[src/rtl/pla_pkg.sv]
package pla_pkg;
  localparam int unsigned NUM_IN   = 4;
  localparam int unsigned NUM_OUT  = 4;
  localparam int unsigned TERMS_PO = 3;
  localparam int unsigned NUM_SIG  = NUM_IN + 1;
  localparam int unsigned NUM_LIT  = 2 * NUM_SIG;
  localparam int unsigned NUM_TERM = NUM_OUT * TERMS_PO;
  localparam int unsigned CFG_BITS = NUM_TERM * NUM_LIT;
endpackage

[src/rtl/pla_cfg_loader.sv]
module pla_cfg_loader #(
  parameter int unsigned CFG_BITS = 120
) (
  input  logic                clk_i,
  input  logic                rst_ni,
  input  logic                cfg_en_i,
  input  logic                cfg_bit_i,
  output logic [CFG_BITS-1:0] cfg_o,
  output logic                done_o
);
  localparam int unsigned CW = $clog2(CFG_BITS + 1);
  localparam logic [CW-1:0] FULL = CW'(CFG_BITS);

  logic [CFG_BITS-1:0] shift_q;
  logic [CW-1:0]       cnt_q;
  logic                en_q;
  logic                done_q;

  always_ff @(posedge clk_i or negedge rst_ni) begin
    if (!rst_ni) begin
      shift_q <= '0;
      cnt_q   <= '0;
      en_q    <= 1'b0;
      done_q  <= 1'b0;
    end else begin
      en_q <= cfg_en_i;
      if (cfg_en_i) begin
        // first bit in walks down to index 0 after a full load
        shift_q <= {cfg_bit_i, shift_q[CFG_BITS-1:1]};
        done_q  <= 1'b0;
        if (!en_q)              cnt_q <= CW'(1);
        else if (cnt_q != FULL) cnt_q <= cnt_q + CW'(1);
      end else begin
        done_q <= (cnt_q == FULL);
      end
    end
  end

  assign cfg_o  = shift_q;
  assign done_o = done_q;
endmodule

[src/rtl/pla_term.sv]
module pla_term #(
  parameter int unsigned NUM_LIT = 10
) (
  input  logic [NUM_LIT-1:0] lit_i,
  input  logic [NUM_LIT-1:0] conn_i,
  output logic               term_o
);
  // unconnected literals read as 1; empty term gives 1
  assign term_o = &(lit_i | ~conn_i);
endmodule

[src/rtl/pla_or_group.sv]
module pla_or_group #(
  parameter int unsigned TERMS_PO = 3
) (
  input  logic [TERMS_PO-1:0] term_i,
  output logic                y_o
);
  assign y_o = |term_i;
endmodule

[src/rtl/pla_array.sv]
module pla_array
  import pla_pkg::*;
#(
  parameter int unsigned N_IN  = NUM_IN,
  parameter int unsigned N_OUT = NUM_OUT,
  parameter int unsigned TPO   = TERMS_PO
) (
  input  logic             clk_i,
  input  logic             rst_ni,
  input  logic             cfg_en_i,
  input  logic             cfg_bit_i,
  input  logic [N_IN-1:0]  in_i,
  output logic             cfg_done_o,
  output logic [N_OUT-1:0] out_o
);
  localparam int unsigned N_SIG   = N_IN + 1;
  localparam int unsigned N_LIT   = 2 * N_SIG;
  localparam int unsigned N_TERM  = N_OUT * TPO;
  localparam int unsigned N_HI    = N_TERM - TPO;
  localparam int unsigned N_CFG   = N_TERM * N_LIT;
  localparam logic [N_LIT-1:0] FB_MASK = {2'b11, {(N_LIT-2){1'b0}}};

  logic [N_CFG-1:0] cfg;
  logic [N_LIT-1:0] lit_pri;
  logic [N_LIT-1:0] lit_full;
  logic [TPO-1:0]   term_lo;
  logic [N_HI-1:0]  term_hi;
  logic             f_fb;
  logic [N_OUT-1:0] out_raw;

  pla_cfg_loader #(.CFG_BITS(N_CFG)) u_load (
    .clk_i    (clk_i),
    .rst_ni   (rst_ni),
    .cfg_en_i (cfg_en_i),
    .cfg_bit_i(cfg_bit_i),
    .cfg_o    (cfg),
    .done_o   (cfg_done_o)
  );

  for (genvar k = 0; k < N_IN; k++) begin : g_lit
    assign lit_pri[2*k]    = in_i[k];
    assign lit_pri[2*k+1]  = ~in_i[k];
    assign lit_full[2*k]   = in_i[k];
    assign lit_full[2*k+1] = ~in_i[k];
  end
  // feedback literal pair; absent from the primary vector
  assign lit_pri[N_LIT-2]  = 1'b0;
  assign lit_pri[N_LIT-1]  = 1'b0;
  assign lit_full[N_LIT-2] = f_fb;
  assign lit_full[N_LIT-1] = ~f_fb;

  for (genvar t = 0; t < N_TERM; t++) begin : g_term
    if (t < TPO) begin : g_src
      pla_term #(.NUM_LIT(N_LIT)) u_term (
        .lit_i (lit_pri),
        .conn_i(cfg[t*N_LIT +: N_LIT] & ~FB_MASK),
        .term_o(term_lo[t])
      );
    end else begin : g_use
      pla_term #(.NUM_LIT(N_LIT)) u_term (
        .lit_i (lit_full),
        .conn_i(cfg[t*N_LIT +: N_LIT]),
        .term_o(term_hi[t-TPO])
      );
    end
  end

  pla_or_group #(.TERMS_PO(TPO)) u_or_fb (
    .term_i(term_lo),
    .y_o   (f_fb)
  );
  assign out_raw[0] = f_fb;

  for (genvar j = 1; j < N_OUT; j++) begin : g_or
    pla_or_group #(.TERMS_PO(TPO)) u_or (
      .term_i(term_hi[(j-1)*TPO +: TPO]),
      .y_o   (out_raw[j])
    );
  end

  assign out_o = cfg_done_o ? out_raw : '0;
endmodule

[config.mk]
export PLATFORM = sky130hd
export DESIGN_NAME = pla_array
export DESIGN_NICKNAME = d
export VERILOG_FILES = /design/src/rtl/pla_pkg.sv /design/src/rtl/pla_cfg_loader.sv /design/src/rtl/pla_term.sv /design/src/rtl/pla_or_group.sv /design/src/rtl/pla_array.sv
export SDC_FILE = /design/constraint.sdc
export NUM_CORES = 1
export LEC_CHECK = 0
export ABC_AREA = 0
export BUFFER_PORTS_ARGS = -buffer_cell sky130_fd_sc_hd__clkbuf_2
export CAP_MARGIN = 20
export CORE_MARGIN = 2
export CORE_UTILIZATION = 60
export CTS_CLUSTER_SIZE = 14
export DETAILED_ROUTE_END_ITERATION = 16
export GPL_ROUTABILITY_DRIVEN = 0
export HOLD_SLACK_MARGIN = 0.15
export PLACE_DENSITY = 0.74
export SETUP_SLACK_MARGIN = 0.02
export SLEW_MARGIN = 20
export SYNTH_ARGS = -nofsm -noshare
export SYNTH_HDL_FRONTEND = slang
export SYNTH_SLANG_ARGS = --single-unit
[constraint.sdc]
create_clock -name clk_i -period 3.8 [get_ports clk_i]
set_input_delay 0.38 -clock clk_i [delete_from_list [all_inputs] [get_ports clk_i]]
set_output_delay 0.38 -clock clk_i [all_outputs]
set_load 0.02 [all_outputs]
* Word level (Yosys, flattened, before mapping)
Index checks and enable logic that the tools add are counted.
Widths: inputs -> output; s select.
** Word-level totals
- Flip-flop bits (word level) :: 129
- Latch bits :: 0
- Bits in writable memories :: 0
- ROM bits :: 0
- Input bits :: 8
- Output and inout port bits :: 5
- Word-level logic and storage cells :: 58
- Memories :: 0
** Cells by class
- $add $sub $neg :: 1
- Multipliers :: 0
- Divide/modulo/power cells :: 0
- Magnitude comparators :: 0
- Equal/unequal tests :: 3
- Shift-type cells :: 0
- Muxes and demuxes :: 4
- Bitwise logic cells :: 29
- Reduce and logical (&&, ||, !) cells :: 17
** Operators with widths (number)
- $reduce_and 10->1 :: 12
- $not 10->10 :: 9
- $or 10x10->10 :: 9
- $not 8->10 :: 3
- $or 8x10->10 :: 3
- $mux 7 :: 2
- $reduce_or 3->1 :: 4
- $add 7x1->7 const B :: 1
- $eq 7x7->1 const B :: 1
- $ne 7x7->1 const B :: 1
- $not 1->1 :: 5
- $mux 4 :: 1
- $ne 2x2->1 const B :: 1
- $reduce_and 2->1 :: 1
- $mux 1 :: 1

* Depth between registers and ports, before layout
Gate-level depths: netlist (run 1).
- Word-level depth :: 9
- Depth in mapped cells :: 7
- Depth with buffers taken out :: 6

* By module
Synthesis (run 1) repeated with hierarchy kept, for this count alone.
** Second synthesis, totals
- Cells, all modules :: 498
- Area total of the unflattened synthesis :: 6000.8 µm²
** Modules (own cells, without submodules)
- pla_cfg_loader :: times used 1, cells each 304, area an instance 4907.2 µm², sequential area each 3228.1 µm²
- pla_term :: times used 12, cells each 15, area an instance 85.1 µm², sequential area each 0.0 µm²
- pla_array :: times used 1, cells each 10, area an instance 47.5 µm², sequential area each 0.0 µm²
- pla_or_group :: times used 4, cells each 1, area an instance 6.3 µm², sequential area each 0.0 µm²

* Least setup slack after synthesis (run 1)
No wires, ideal clock.
- Kind :: input-to-output
- Start point :: in in_i[0]
- End point :: out out_o[2]
- Arrival :: 1.658 ns
- Data required time :: 3.420 ns
- Slack :: 1.762 ns
- Stages on the path :: 7
- Buffers on the path :: 2
- Cell sequence :: buf_2 > buf_6 > mux2i_1 > and4_1 > a222oi_1 > a311o_1 > o21ai_0
** Between the ends
- Longest elaborated chain between the ends :: 9
- Elaborated cells on any way between the ends :: 17
- Those cells by class :: mux (1); bitwise (8); reduce/logical (8)
** RTL lines
- start, declared :: line pla_array.sv:12 : input logic [N_IN-1:0] in_i,
- $not 1->1 :: line pla_array.sv:42, pla_array.sv:44
- $or 8x10->10 :: line pla_term.sv:9 : assign term_o = &(lit_i | ~conn_i);
- $reduce_and 10->1 :: line pla_term.sv:9
- $reduce_or 3->1 :: line pla_or_group.sv:7 : assign y_o = |term_i;
- $not 1->1 :: line pla_array.sv:50 : assign lit_full[N_LIT-1] = ~f_fb;
- $or 10x10->10 :: line pla_term.sv:9
- $reduce_and 10->1 :: line pla_term.sv:9
- $reduce_or 3->1 * :: line pla_or_group.sv:7
- $mux 4 * :: line pla_array.sv:81 : assign out_o = cfg_done_o ? out_raw : '0;
- end, declared :: line pla_array.sv:14 : output logic [N_OUT-1:0] out_o
Every way passes the cells marked *; elsewhere a longest branch is shown, timed or not.

* Final worst setup path (run 1)
- Start point :: reg u_load.shift_q[7], in the netlist u_load.cfg_o[7]
- End point :: out out_o[3]
** Between the ends
- Longest elaborated chain between the ends :: 9
- Elaborated cells on any way between the ends :: 13
- Those cells by class :: mux (1); bitwise (6); reduce/logical (6)
** RTL lines
- start, declared :: line pla_cfg_loader.sv:14 : logic [CFG_BITS-1:0] shift_q;
- start signal, assigned :: line pla_cfg_loader.sv:29 : shift_q <= {cfg_bit_i, shift_q[CFG_BITS-1:1]};
- $not 8->10 * :: line pla_term.sv:9
- $or 8x10->10 * :: line pla_term.sv:9
- $reduce_and 10->1 * :: line pla_term.sv:9
- $reduce_or 3->1 * :: line pla_or_group.sv:7
- $not 1->1 :: line pla_array.sv:50
- $or 10x10->10 :: line pla_term.sv:9
- $reduce_and 10->1 :: line pla_term.sv:9
- $reduce_or 3->1 * :: line pla_or_group.sv:7
- $mux 4 * :: line pla_array.sv:81
Marked as above.

==> metrics, run 1 <==
run status=finished, final reports clean; share of cells above drive strength 1=0.346; Setup TNS Final=0 ps; DRT iter0 DRCs=139; RR Endpoint=u_load.cnt_q[4]; number of port buffers=12; internal reg-to-reg setup slack=2450 ps; power per cell area=712 mW/mm^2; area share of the largest cell type after synthesis=0.569; clock tree skew after final layout=~6.4 ps; netlist area before placement=0.00567 sq mm; number of antenna diodes=0; CP required=~3400 ps; final slew viol count=0; die height=101 um; TritonCTS clock tree=done; nature of the critical path endpoint=output port; slew margin rel.=0.430; count of distinct cell types in the synthesized netlist=33; library cell with the highest instance count after synthesis=dfrtp_1; Total Wirelength=10,000 um; primary flip-flop cell chosen by synthesis mapping=dfrtp_1; Horiz. Die Dim=slightly above 100 um; class of the most critical hold timing path=input port to asynchronous set/reset pin; top-level I/O count=13; setup violation total in the final timing report=0; number of global-route vias before repair=3,327; maximum buffer depth of the clock tree=2; Skew-Pair Late Insertion Delay=approximately 530 ps; max incr delay on CP=400 ps; sequential area share after synthesis=0.569; cell-by-cell listing of the critical path=mux2_2 > a211oi_2 > nand3_1 > a311o_1 > o21ai_0 > clkbuf_2; 1st-pass router iterations=6; Avg Inst Size Synth=13.4 sq um; maximum net fanout on the critical path=5; area added between synthesis and finish=12.9%; Clock Root Buffer=clkbuf_8; Worst Hold Margin=369 ps; number of buffers added for setup after CTS=0; number of flip-flops and latches in the synthesized netlist=~130; antenna violations before repair=0; final count of hold timing violations=0; share of the cycle needed by the critical path after routing=0.710; CTS H-Tree Depth=4; number of CTS-inserted buffers=17; leakage power=3.13 nW; area inside the core boundary=0.00920 sq mm; Net Count, Synth=between 400 and 500; number of cells produced by synthesis=424; launching element type of the critical path=register; GRT Overall Usage=0.219; grt ovf=0; worst reg-to-reg path cell count=5; worst slack, placed=1150 ps; maxcap violations=0; Rows=35; setup repair after global routing missed its margin=no; worst setup slack after layout=1100 ps; Tightest Pin Transition=855 ps; Clock Pin Slew Worst Setup and Hold Paths=60 ps; share of flip-flops with an asynchronous set or reset after synthesis=1.00; most area-hungry cell type in the Yosys netlist=dfrtp_1; f_max=371 MHz; Net count, final=448; Die Footprint=0.0103 sq mm; initial core utilization=0.617; via-per-instance ratio=5.88; maximum number of pins on one net before global-route repair=81; synthesis warning total=0; cell at the slowest stage of the critical path=dfrtp_1; HPWL after detailed placement=6210 um; leading cell types by total area after synthesis=dfrtp_1, mux2_2, mux2i_1; vias after detailed routing=3,303; Antenna Nets Post-Route=0; DRC Markers=0; per-cell routed wire length=17.9 um; Synth top cells by count=dfrtp_1, mux2_2, mux2i_1, inv_1, o21ai_0; worst flop-to-flop path startpoint=u_load.cnt_q[0]; number of enable-type register cells in the synthesized netlist=0; final critical path time including I/O delays and setup=2700 ps; critical path class=register to output port; worst supply voltage drop on vdd=0.000567 V; Crit path arrival time=about 2300 ps; number of clock sinks=about 130; wire length of the first global-routing pass=~17,000 um
[what timing repair did]
item	in CTS	in global routing
gates resized for setup	0	0
endpoints found under the setup margin	0	0
endpoints found under the hold margin	79	0
hold buffers	2	0
[layer usage]
metal | track usage | vias to the layer above | wire [um]
met5 | 0 | - | 0
li1 | - | 1554 | -
met1 | 0.291 | 1696 | 4750
met4 | 0.0904 | 0 | 158
met3 | 0.0642 | 13 | 291
met2 | 0.340 | 40 | 4850
[state kept, by name (all words and copies together) (netlist names)]
| signal | count |
|---|---|
| u_load.cfg_o | 120 |
| u_load.cnt_q | 7 |
| u_load.done_o | 1 |
| u_load.en_q | 1 |
[cells by family after synthesis]
family                     share of synthesized area
xor gates and xnor gates                     0.00154
buffers and inverters                         0.0397
and+or+nand+nor                               0.0490
AOI/OAI and AO/OA                             0.0516
adders and majority gates                    0.00441
DFF                                            0.569
muxes                                          0.285
[worst max path at each step]
stage	from	slack, ps	end	depth (start not counted)
2_1_floorplan	in_i[0]	1760	out_o[2]	7
3_3_place_gp	in_i[2]	1160	out_o[2]	7
3_5_place_dp	in_i[3]	1150	out_o[2]	7
4_1_cts	u_load.cfg_o[25]	1080	out_o[2]	6
5_1_grt	u_load.cfg_o[25]	940	out_o[3]	6
6_report	u_load.cfg_o[7]	1100	out_o[3]	6
[layout by cell type (no fill, tap or decap), drive strengths merged]
master and n:
a211oi 3, nand2 23, mux2 105, mux2i 43, nand4 4, xor2 1
a222oi 6, nor3b 1, and3 1, ha 2, nand3 6, clkbuf 27
o21ai 27, nor2 2, nor2b 4, bufinv 2, clkinv 10, a311o 3
and4 9, inv 27, o2bb2ai 1, o22ai 1, dlygate4sd3 2, or3 1
buf 6, a21oi 2, a31oi 1, clkinvlp 2, dfrtp 129
[per-stage QoR]
stage | instances | cell area, sq um | power [W] | util
2_1_floorplan | 424 | 5670 | 0.00273 | -
3_3_place_gp | 527 | 5790 | 0.00295 | 0.629
3_5_place_dp | 527 | 5790 | 0.00300 | 0.629
4_1_cts | 561 | 6380 | 0.00459 | 0.694
5_1_grt | 562 | 6400 | 0.00481 | 0.696
6_report | 562 | 6400 | 0.00456 | 0.696
[worst max-delay path: cells and delay by family (launching register included)]
kind	cells	cell delay (ps)
muxes	1	280
DFF	1	400
buffers and inverters	1	220
and+or+nand+nor	1	190
AOI/OAI and AO/OA	3	700
[final cells by class]
type,count,area (sq um)
flip-flops and latches,129,3230
fillers,688,2790
multi-input cells,246,2220
clock buffers,17,414
clock inverters,15,164
repair buffers,18,140
well taps,111,139
inverters,26,97.6
[power by group]
part	switching [W]	leakage, nW	internal [W]
Clock	0.000626	0.278	0.000939
Combinational	0.000403	1.12	0.000492
Sequential	0.000303	1.74	0.00179
Total	0.00133	3.13	0.00322
Note: power is estimated with default switching activity, not from simulation.
==> run 2: changes to the inputs <==
--- a/config.mk
+++ b/config.mk
@@ -5,7 +5,7 @@
 export SDC_FILE = /design/constraint.sdc
 export NUM_CORES = 1
 export LEC_CHECK = 0
-export ABC_AREA = 0
+export ABC_AREA = 1
 export BUFFER_PORTS_ARGS = -buffer_cell sky130_fd_sc_hd__clkbuf_2
 export CAP_MARGIN = 20
 export CORE_MARGIN = 2
==> constraint.sdc (replaced) <==
create_clock -name clk_i -period 2.8 [get_ports clk_i]
set_input_delay 0.28 -clock clk_i [delete_from_list [all_inputs] [get_ports clk_i]]
set_output_delay 0.28 -clock clk_i [all_outputs]
set_load 0.02 [all_outputs]
==> run 2 against run 1 <==
Effect of this change:
- setup slack got worse by 550 ps
- power increased by 12%
- register-to-register slack got worse by 1300 ps
- critical path depth increased by 4
- non-clock buffer count increased by 4
- first-iteration DRC count increased by 38%
- combinational power decreased by 27%
- worst hold slack got worse by 130 ps
- highest routed layer unchanged
- cell count increased by 53%
- sequential cell count unchanged
==> metrics, run 2 <==
nature of the critical path endpoint=output port; count of distinct cell types in the synthesized netlist=25 (-24%); most area-hungry cell type in the Yosys netlist=dfrtp_1; die height=102 um (+0.93%); TritonCTS clock tree=done; via-per-instance ratio=5.21 (-11%); maximum buffer depth of the clock tree=2 (unchanged); number of placed instances, taps included=824 (+56%); antenna violations before repair=0 (unchanged); Tightest Pin Transition=796 ps (-58.8 ps); DRC Markers=0 (unchanged); DRT iter0 DRCs=192 (+38%); area inside the core boundary=0.00928 sq mm (+0.95%); non-filler cells, final=858 (+53%); setup repair after global routing missed its margin=no; met3 track utilization from global routing=0.0787 (+0.0145); area share of the largest cell type after synthesis=0.558 (-0.0108); number of flip-flops in the largest register=120 (unchanged); number of enable-type register cells in the synthesized netlist=0 (unchanged); met2 demand-to-capacity share in global routing=0.392 (+0.0519); critical path class=input port to output port; Setup TNS Final=0 ps (unchanged); area added between synthesis and finish=12.5%; number of cells produced by synthesis=713 (+68%); number of global-route vias before repair=4,392 (+32%); worst reg-to-reg path cell count=8 (+3); grt ovf=0 (unchanged); number of CTS-inserted buffers=17 (unchanged); leading cell types by total area after synthesis=dfrtp_1, nand2_1, o21ai_0; wire length of the first global-routing pass=20,700 um (+24%); library cell with the highest instance count after synthesis=nand2_1; share of cells above drive strength 1=0.0933 (-0.253); final critical path time including I/O delays and setup=2240 ps; worst supply voltage drop on vdd=0.000559 V (-1.5%); commonest non-fill, non-tap cells in the layout=nand2_1, dfrtp_1, o21ai_0, nor2_1, inv_1; final slew viol count=0 (unchanged); Crit path arrival time=1960 ps (-360 ps); HPWL after detailed placement=7490 um (+21%); number of clock sinks=129 (unchanged); clock tree skew after final layout=12.9 ps (+6.46 ps); sequential area share after synthesis=0.558 (-0.0108); Min-Delay Path Depth=3; number of buffers added for setup after CTS=0 (unchanged); per-cell routed wire length=13.9 um (-22%); Clock Root Buffer=clkbuf_8; Worst Hold Margin=239 ps (-130 ps); number of antenna diodes=0 (unchanged); synthesis warning total=0 (unchanged); GRT Overall Usage=0.262 (+0.0432); number of port buffers=12 (unchanged); netlist area before placement=0.00578 sq mm (+1.9%); vias after detailed routing=4,466 (+35%); Antenna Nets Post-Route=0 (unchanged); most common library cell in the layout ignoring fill and taps=nand2_1; Total Wirelength=11,900 um (+19%); CTS H-Tree Depth=4 (unchanged); Synth top cells by count=nand2_1, dfrtp_1, o21ai_0, nor2_1, inv_1; power per cell area=785 mW/mm^2 (+10%); met1 track demand over resource=0.363 (+0.0722); number of resized instances in the post-cts repair step=0 (unchanged); launching element type of the critical path=input port; post-cts hold buffer count=2 (unchanged); initial core utilization=0.623 (+0.00604); slew margin rel.=0.469 (+0.0392); CP required=2520 ps (-900 ps); Skew-Pair Late Insertion Delay=540 ps (about the same); top-level I/O count=13 (unchanged); run status=finished, final reports clean; Die Footprint=0.0104 sq mm (+1.9%); Net count, final=726 (+62%); class of the most critical hold timing path=input port to register; Avg Inst Size Synth=8.11 sq um (-39%); peak-usage layer in the global routing report=met2; number of flip-flops and latches in the synthesized netlist=129 (unchanged); Clock Pin Slew Worst Setup and Hold Paths=70 ps (about the same); 1st-pass router iterations=5 (-1); maximum net fanout on the critical path=18 (+13); maximum number of pins on one net before global-route repair=98 (+21%); final count of hold timing violations=0 (unchanged); share of the cycle needed by the critical path after routing=0.801; primary flip-flop cell chosen by synthesis mapping=dfrtp_1; leakage power=3.21 nW (+2.6%); share of flip-flops with an asynchronous set or reset after synthesis=1.00 (unchanged); f_max=446 MHz; Rows=35 (unchanged); maxcap violations=0 (unchanged); setup violation total in the final timing report=0 (unchanged); Horiz. Die Dim=102 um (+0.93%); number of inserted filler cells in the final layout=733 (+6.5%); Net Count, Synth=723 (+67%)
## run 2: kinds of logic after synthesis
logic type	Yosys count	share of synthesized area
AOI/OAI and AO/OA	141	0.126
xor gates and xnor gates	1	0.00151
adders and majority gates	2	0.00433
buffers and inverters	116	0.0828
DFF	129	0.558
muxes	4	0.00779
and+or+nand+nor	320	0.220
## run 2: path summary, 6_finish.rpt
kind / startpoint / end / slack (ps)
worst max-delay path: in_i[2] / out_o[2] / 560
worst min-delay path: cfg_en_i / u_load.cfg_o[119] / 240
worst max register to register: u_load.cnt_q[0] / u_load.cnt_q[4] / 1200
worst min register to register: u_load.cfg_o[109] / u_load.cfg_o[108] / 480
max in group asynchronous: rst_ni / u_load.cfg_o[100] / 1700
min in group asynchronous: rst_ni / u_load.cfg_o[47] / 380
## run 2: routing by layer
layer | vias up | part of all wire
met2 | 109 | 0.45
met1 | 2085 | 0.47
met4 | 0 | 0.020
li1 | 2249 | -
met5 | - | 0
met3 | 23 | 0.052
## run 2: final cells by class
cell class                      instances  area [sq um]  share of cell area
Tap cell                              129           161              0.0248
Sequential cell                       129          3230               0.496
Multi-Input combinational cell        468          2080               0.319
Clock inverter                         14           158              0.0242
Clock buffer                           18           418              0.0642
Inverter                               78           293              0.0450
Timing Repair Buffer                   22           174              0.0267
## run 2: worst max-delay path, stage by stage
cell	delay (ps)
clkbuf_2	360
inv_1	290
nand2_1	120
nand4_1	90
nor2_1	190
nor2_2	100
inv_2	90
nor2_1	40
nor2_1	190
clkbuf_2	210
## run 2: power by group
part | switching, W | internal, W
clock | 0.000873 | 0.00128
sequential | 0.000171 | 0.00213
combinational | 0.000427 | 0.000228
total | 0.00147 | 0.00364
## run 2: per-stage QoR
stage / cell area, sq um / total power, W / util / setup slack [ps]
floorplan: 5780 / 0.00278 / - / 1210
global placement: 5910 / 0.00295 / 0.637 / 604
detailed placement: 5910 / 0.00298 / 0.637 / 613
CTS: 6510 / 0.00514 / 0.701 / 569
global route: 6510 / 0.00539 / 0.701 / 395
finish: 6510 / 0.00511 / 0.701 / 557
